### src/rtl/aprt_pkg.sv
// Package: shared constants and types for the aperture remapping table.
// Assumes a 4-bit register offset and 32-bit table entries.
package aprt_pkg;
    localparam int PAGE_SHIFT = 12;
    localparam int REG_AW     = 4;

    typedef logic [REG_AW-1:0] reg_off_t;

    localparam reg_off_t OFF_CFG   = 4'h0;
    localparam reg_off_t OFF_EADDR = 4'h4;
    localparam reg_off_t OFF_EDATA = 4'h8;

    // Layout of one table entry.
    typedef struct packed {
        logic        valid;
        logic [18:0] pfn;
        logic [11:0] rsvd;
    } pte_t;
endpackage

### src/rtl/aprt_decode.sv
// Module: aperture window check and entry index for one byte address.
// Assumes BASE is 4 KiB aligned and the window fits below 2^32.
module aprt_decode #(
    parameter logic [31:0] BASE       = 32'h4000_0000,
    parameter int          PAGE_COUNT = 16,
    parameter int          IDX_W      = 4
) (
    input  logic [31:0]      addr,
    output logic             hit,
    output logic [IDX_W-1:0] idx
);
    localparam logic [32:0] APER_BYTES = 33'(PAGE_COUNT) << aprt_pkg::PAGE_SHIFT;

    // Window membership and page index, purely combinational.
    always_comb begin
        hit = (addr >= BASE) && ((33'(addr) - 33'(BASE)) < APER_BYTES);
        idx = IDX_W'((addr - BASE) >> aprt_pkg::PAGE_SHIFT);
    end
endmodule

### src/rtl/aprt_table.sv
// Module: entry storage with one write port and two combinational read ports.
// Port A serves the register port. Port B serves lookups and returns only the valid bit and the frame.
// Assumes that indices come from aprt_decode and that callers gate the reads with its hit flag.
module aprt_table #(
    parameter int PAGE_COUNT = 16,
    parameter int IDX_W      = 4
) (
    input  logic             clk,
    input  logic             rst_n,
    input  logic             we,
    input  logic [IDX_W-1:0] widx,
    input  logic [31:0]      wdata,
    input  logic [IDX_W-1:0] ridx_a,
    output logic [31:0]      rdata_a,
    input  logic [IDX_W-1:0] ridx_b,
    output logic [19:0]      rdata_b
);
    aprt_pkg::pte_t tab [PAGE_COUNT];

    // Clear all entries on reset, otherwise store one entry per write.
    always_ff @(posedge clk) begin
        if (!rst_n) begin
            for (int i = 0; i < PAGE_COUNT; i++) tab[i] <= '0;
        end else if (we) begin
            tab[widx] <= aprt_pkg::pte_t'(wdata);
        end
    end

    // Read ports return the stored value that precedes this cycle's write.
    always_comb begin
        rdata_a = tab[ridx_a];
        rdata_b = {tab[ridx_b].valid, tab[ridx_b].pfn};
    end
endmodule

### src/rtl/aprt_regs.sv
// Module: register port holding the enable, the entry selector and the read-data mux.
// Assumes at most one read and one write per cycle. A read returns the state before the same cycle's write.
module aprt_regs (
    input  logic        clk,
    input  logic        rst_n,
    input  logic        wr_en,
    input  logic        rd_en,
    input  logic [3:0]  off,
    input  logic [31:0] wdata,
    output logic [31:0] rdata,
    output logic        rd_ack,
    output logic        cfg_en,
    output logic [31:0] eaddr,
    input  logic        ehit,
    input  logic [31:0] tab_rdata,
    output logic        tab_we
);
    import aprt_pkg::*;

    logic [31:0] rd_mux;

    // Store the enable bit and the entry selector.
    always_ff @(posedge clk) begin
        if (!rst_n) begin
            cfg_en <= 1'b0;
            eaddr  <= '0;
        end else if (wr_en) begin
            if (off == OFF_CFG)   cfg_en <= wdata[0];
            if (off == OFF_EADDR) eaddr  <= wdata;
        end
    end

    // An entry write only goes ahead when the selector lies in the window.
    always_comb tab_we = wr_en && (off == OFF_EDATA) && ehit;

    // Pick the read value by offset.
    always_comb begin
        unique case (off)
            OFF_CFG:   rd_mux = {31'b0, cfg_en};
            OFF_EADDR: rd_mux = eaddr;
            OFF_EDATA: rd_mux = ehit ? tab_rdata : 32'h0;
            default:   rd_mux = 32'h0;
        endcase
    end

    // Register the read answer one cycle after the strobe.
    always_ff @(posedge clk) begin
        if (!rst_n) begin
            rd_ack <= 1'b0;
            rdata  <= '0;
        end else begin
            rd_ack <= rd_en;
            rdata  <= rd_en ? rd_mux : 32'h0;
        end
    end
endmodule

### src/rtl/aprt_xlate.sv
// Module: registered lookup stage that forms the physical address or a fault.
// Assumes hit, the entry fields and the enable all describe the cycle of the request.
module aprt_xlate (
    input  logic        clk,
    input  logic        rst_n,
    input  logic        req,
    input  logic [11:0] page_off,
    input  logic        hit,
    input  logic        en,
    input  logic        ent_valid,
    input  logic [18:0] ent_pfn,
    output logic        valid,
    output logic [31:0] pa,
    output logic        fault
);
    // Produce one result per request, with a zero address on any fault.
    always_ff @(posedge clk) begin
        if (!rst_n) begin
            valid <= 1'b0;
            pa    <= '0;
            fault <= 1'b0;
        end else begin
            valid <= req;
            if (req && hit && en && ent_valid) begin
                pa    <= {1'b0, ent_pfn, page_off};
                fault <= 1'b0;
            end else begin
                pa    <= '0;
                fault <= req;
            end
        end
    end
endmodule

### src/rtl/aperture_remap.sv
// Module: top of the aperture page remapping table.
// It joins the register port, the table, two window decoders and the lookup stage.
// Assumes BASE is page aligned and PAGE_COUNT >= 2.
module aperture_remap #(
    parameter logic [31:0] BASE       = 32'h4000_0000,
    parameter int          PAGE_COUNT = 16
) (
    input  logic        clk,
    input  logic        rst_n,
    input  logic        reg_wr_en,
    input  logic        reg_rd_en,
    input  logic [3:0]  reg_addr,
    input  logic [31:0] reg_wdata,
    output logic [31:0] reg_rdata,
    output logic        reg_rd_ack,
    input  logic        lk_req,
    input  logic [31:0] lk_addr,
    output logic        lk_valid,
    output logic [31:0] lk_pa,
    output logic        lk_fault
);
    localparam int IDX_W = $clog2(PAGE_COUNT);

    logic             cfg_en;
    logic [31:0]      eaddr;
    logic             ehit, lhit, tab_we;
    logic [IDX_W-1:0] eidx, lidx;
    logic [31:0]      tab_rd_a;
    logic [19:0]      tab_rd_b;

    aprt_decode #(.BASE(BASE), .PAGE_COUNT(PAGE_COUNT), .IDX_W(IDX_W)) u_dec_sel (
        .addr(eaddr), .hit(ehit), .idx(eidx)
    );

    aprt_decode #(.BASE(BASE), .PAGE_COUNT(PAGE_COUNT), .IDX_W(IDX_W)) u_dec_lk (
        .addr(lk_addr), .hit(lhit), .idx(lidx)
    );

    aprt_regs u_regs (
        .clk(clk), .rst_n(rst_n), .wr_en(reg_wr_en), .rd_en(reg_rd_en),
        .off(reg_addr), .wdata(reg_wdata), .rdata(reg_rdata), .rd_ack(reg_rd_ack),
        .cfg_en(cfg_en), .eaddr(eaddr), .ehit(ehit), .tab_rdata(tab_rd_a),
        .tab_we(tab_we)
    );

    aprt_table #(.PAGE_COUNT(PAGE_COUNT), .IDX_W(IDX_W)) u_table (
        .clk(clk), .rst_n(rst_n), .we(tab_we), .widx(eidx), .wdata(reg_wdata),
        .ridx_a(eidx), .rdata_a(tab_rd_a), .ridx_b(lidx), .rdata_b(tab_rd_b)
    );

    aprt_xlate u_xlate (
        .clk(clk), .rst_n(rst_n), .req(lk_req), .page_off(lk_addr[11:0]),
        .hit(lhit), .en(cfg_en), .ent_valid(tab_rd_b[19]), .ent_pfn(tab_rd_b[18:0]),
        .valid(lk_valid), .pa(lk_pa), .fault(lk_fault)
    );
endmodule

### config.mk
export PLATFORM = sky130hd
export DESIGN_NAME = aperture_remap
export DESIGN_NICKNAME = d
export VERILOG_FILES = /design/src/rtl/aprt_pkg.sv /design/src/rtl/aprt_decode.sv /design/src/rtl/aprt_table.sv /design/src/rtl/aprt_regs.sv /design/src/rtl/aprt_xlate.sv /design/src/rtl/aperture_remap.sv
export SDC_FILE = /design/constraint.sdc
export NUM_CORES = 1
export LEC_CHECK = 0
export BUFFER_PORTS_ARGS = -buffer_cell sky130_fd_sc_hd__buf_4
export CORE_MARGIN = 4
export CORE_UTILIZATION = 35
export CTS_CLUSTER_SIZE = 16
export DETAILED_ROUTE_END_ITERATION = 8
export HOLD_SLACK_MARGIN = 0.06
export PLACE_DENSITY_LB_ADDON = 0.05
export SETUP_SLACK_MARGIN = 0.4
export SLEW_MARGIN = 5
export SYNTH_ARGS = -nofsm -noshare
export SYNTH_HDL_FRONTEND = slang
export SYNTH_SLANG_ARGS = --single-unit
### constraint.sdc
create_clock -name clk -period 5.9 [get_ports clk]
set_input_delay 0.295 -clock clk [delete_from_list [all_inputs] [get_ports clk]]
set_output_delay 0.295 -clock clk [all_outputs]
set_load 0.02 [all_outputs]
==> impl_summary.md <==
Timing
The highest clock rate is 235 MHz. The transition at the pin with the smallest max-transition slack is 1.25 ns. Setup repair after global routing left no endpoint under its margin. The number of hold violations in the final report is 0. Between clock sinks in the finished design, the worst skew comes to 0.0252 ns. Setup violations remaining at the end of the flow were counted as 0. The final setup TNS is 0 ns. The headroom to the max-slew limit is 16.3%. In the finished design, the share of the clock period the worst path needs comes to 72.0%. The number of max-slew violations in the final report was 0. The routed design could run at a clock period as short as 4.25 ns.

Synthesis
In this run, synthesis produced a sequential element count of between 600 and 700. The number of library cell types mapped by synthesis is 42. The total nets after synthesis is between 2000 and 2500. Sequential cells were found to cover 61.5% of the synthesized design area. The mean instance size in the synthesized netlist is between 10 and 15 um2. The Yosys warning count is 0.

The total standard cell area after synthesis is 28300 um2. Synthesis produced a netlist whose cell count is 2070.

Placement
The global placer's final weighted congestion is 0.783. The number of buffers inserted by port buffering is 138. The wire-length estimate of the detail-placed layout is 63.1 mm.

Setup path
The startpoint class of the critical path is a flip-flop. The slack of the worst reg-to-reg path is approximately 1.7 ns. STA puts the critical path data required time at just over 6 ns. The critical path start-end classification is flip-flop to flip-flop.

The worst register-to-register path begins at u_regs.eaddr[4]. The maximum fanout along the worst path is 17. The end of the worst register-to-register path is u_table.tab[3][14]. The type of element capturing the critical path is a flip-flop. The number of cell instances on the worst register-to-register path is 7. The data arrival time of the critical path is 4.51 ns.

Floorplanning
The die covers 85600 um2. The placeable core area is slightly above 80000 um2. The top-level I/O count is 140. In this run the horizontal extent of the chip is 293 um.

The die height is around 290 um. Once the floorplan was initialized, standard cells occupied 35.2% of the core. The site row count is 104.

Drt
The first-pass iteration count of the detailed router is 5. After detailed routing, the number of remaining DRC violations is 0. Once detail routing completed, the nets flagged for antenna violations numbered 0. The final layout contains routed wiring with a total length of 105 mm.

The number of DRC markers after the initial detailed-route iteration is 1691. After detailed routing, the average wire length per cell comes to 31.5 um. The number of vias per cell is 5.66. The total vias in the final route is 18800.

CTS
The insertion delay of the later-clocked pin in the worst-skew pair is 0.63 ns. The number of buffers added by the clock tree synthesis step is 74. For this design, the sink count on the clock tree is 615.

The number of instances resized during post-cts repair is 0. The clock transition time at the flip-flop clock pins of the worst setup and hold paths is 0.06 ns. The clock tree from TritonCTS is yes.

The H-tree level count is 3. The maximum count of clock buffers along a single path is 3. CTS placed an instance of sky130_fd_sc_hd__clkbuf_16 at the clock tree root.

Layout
The post-route netlist has 26.2% of its cells at a drive strength greater than 1. 0 antenna diodes ended up in the layout. Cells fill 41.6% of the core in the end. The library cell used most frequently in the layout, excluding fill and tap cells, is sky130_fd_sc_hd__edfxtp_1. The sequential cells in the finished layout cover a total of 17400 um2. The layout overhead on the synthesized area is 18.1%. The footprint of the multi-input gates is 10300 um2. The library cells used most frequently in the layout, excluding fill and tap cells, are sky130_fd_sc_hd__edfxtp_1, sky130_fd_sc_hd__nor2_1, sky130_fd_sc_hd__nand2_1, sky130_fd_sc_hd__mux4_2, sky130_fd_sc_hd__buf_4. The count of fill cells added during filler insertion is approximately 7400. The net count reported at finish is 2282.

Pwr
The worst ir drop on vdd is 0.000194 V. The leakage power is 11.6 nW. For this design the ratio of total power to cell area is ~300 nW/um2.

Min path
In this run the most critical hold path is launched from lk_addr[29]. The hold path endpoint is u_xlate.fault. Along the worst hold path, the cell count comes to 4. The class of the tightest hold or removal check is input pin to flip-flop.

Global routing
The initial antenna violation count is 2. The pin count of the biggest net entering global routing is between 70 and 80. The total congestion overflow after global routing is 0. The number of global-route vias before repair is 19400. The first-pass GRT wire length is around 150 mm. The overall routing resource usage is 24.1%.

Outcome
The run finished with clean final reports.

Flow run
The reported max-cap violation count is 0.
-- stage by stage --
| stage | setup WS [ns] | std cells | total power, W | hold WS, ns | instance area (um2) |
|---|---|---|---|---|---|
| 3_3_place_gp | 1.69 | 3144 | 0.00557 | 0.470 | 30600 |
| 2_1_floorplan | 1.69 | 2070 | 0.00528 | 0.407 | 28300 |
| 6_report | 1.65 | 3326 | 0.0101 | 0.0933 | 33500 |
| 3_5_place_dp | 1.66 | 3144 | 0.00557 | 0.477 | 30600 |
| 4_1_cts | 1.62 | 3326 | 0.0102 | 0.0643 | 33500 |
| 5_1_grt | 1.45 | 3326 | 0.0104 | 0.118 | 33500 |
-- flip-flops by register name, summed over array words and instances, names as in the netlist, named ones only --
signal,cells
u_table.tab,512
u_regs.eaddr,32
u_regs.rdata,32
u_xlate.pa,31
u_regs.cfg_en,1
u_regs.rd_ack,1
u_xlate.fault,1
u_xlate.valid,1
-- per-layer routing --
layer  vias to the layer above  track usage (%)  wire length, um
li1                       8019                -                -
met1                     10000             34.0            46600
met2                       649             39.3            49800
met3                       139             3.52             5750
met4                         0             6.59             2560
met5                         -                0                0
-- worst max-delay path, cell delays in order (launching register included) --
cell and delay (ns):
sky130_fd_sc_hd__dfxtp_1 0.32, sky130_fd_sc_hd__nor4_1 0.53, sky130_fd_sc_hd__nand2_1 0.25, sky130_fd_sc_hd__o31ai_2 0.42
sky130_fd_sc_hd__nand2_1 0.57, sky130_fd_sc_hd__buf_4 0.43, sky130_fd_sc_hd__o21ai_4 0.82, sky130_fd_sc_hd__buf_4 0.52
-- worst max-delay path by stage --
stage	from	endpoint	slack, ns	depth (start not counted)
CTS	u_regs.eaddr[4]	u_table.tab[3][14]	1.62	7
finish	u_regs.eaddr[4]	u_table.tab[3][14]	1.65	7
detailed placement	u_regs.eaddr[4]	u_table.tab[3][18]	1.66	7
global route	u_regs.eaddr[4]	u_table.tab[3][14]	1.45	7
global placement	u_regs.eaddr[4]	u_table.tab[3][18]	1.69	7
floorplan	u_regs.eaddr[30]	u_table.tab[0][0]	1.69	7
-- logic make-up after synthesis --
kind of cell               Yosys count  synth area share [%]
adders and majority gates            4                 0.177
other                                1                0.0132
and+or+nand+nor                    877                  13.0
buffers and inverters              192                  3.04
DFF                                615                  61.5
muxes                              233                  18.3
AOI/OAI and AO/OA                  148                  3.95
-- power breakdown --
group | internal [W] | leakage, nW | total (W) | switching [W]
clock network | 0.00273 | 1.18 | 0.00463 | 0.00190
logic | 0.000251 | 4.29 | 0.000623 | 0.000372
registers | 0.00481 | 6.12 | 0.00488 | 0.0000645
total | 0.00780 | 11.6 | 0.0101 | 0.00233
-- synth_stat cells (all sizes together) --
master  count  area, um2
a22o       31        273
o21ai      16       80.1
nor4b       4       35.0
a32o        1       10.0
conb        1       3.75
a22oi      62        465
nand2     258        968
o31a        1       10.0
mux2        1       11.3
nor4        8       50.1
nor2      465       1750
o31ai       1       12.5
mux2i       5       50.1
nor2b      27        169
nand2b      1       6.26
nand4       9       56.3
clkbuf    136        561
inv        17       63.8
nand3      20        100
a211oi      1       7.51
a31oi       1       6.26
o41ai       1       8.76
nor3        5       30.0
mux4      227       5110
dfxtp     103       2060
a21boi     32        240
and2        5       31.3
and3       72        482
ha          4       50.1
or3         3       23.8
edfxtp    512      15400
a21oi       1       5.00
buf        39        236
-- cell type report --
| class | count | area share (%) |
|---|---|---|
| sequential | 615 | 52.1 |
| multi-input combinational | 1263 | 30.8 |
| clock buffer | 106 | 6.22 |
| timing repair buffer | 234 | 5.67 |
| tap | 1060 | 3.96 |
| clock inverter | 31 | 1.02 |
| inverter | 17 | 0.191 |
-- repair_timing --
action / in CTS / in global routing
hold buffers: 45 / 0
hold endpoints to repair: 64 / 0
setup buffers: 0 / 0
No activity file was read; power rests on OpenSTA's default activity.
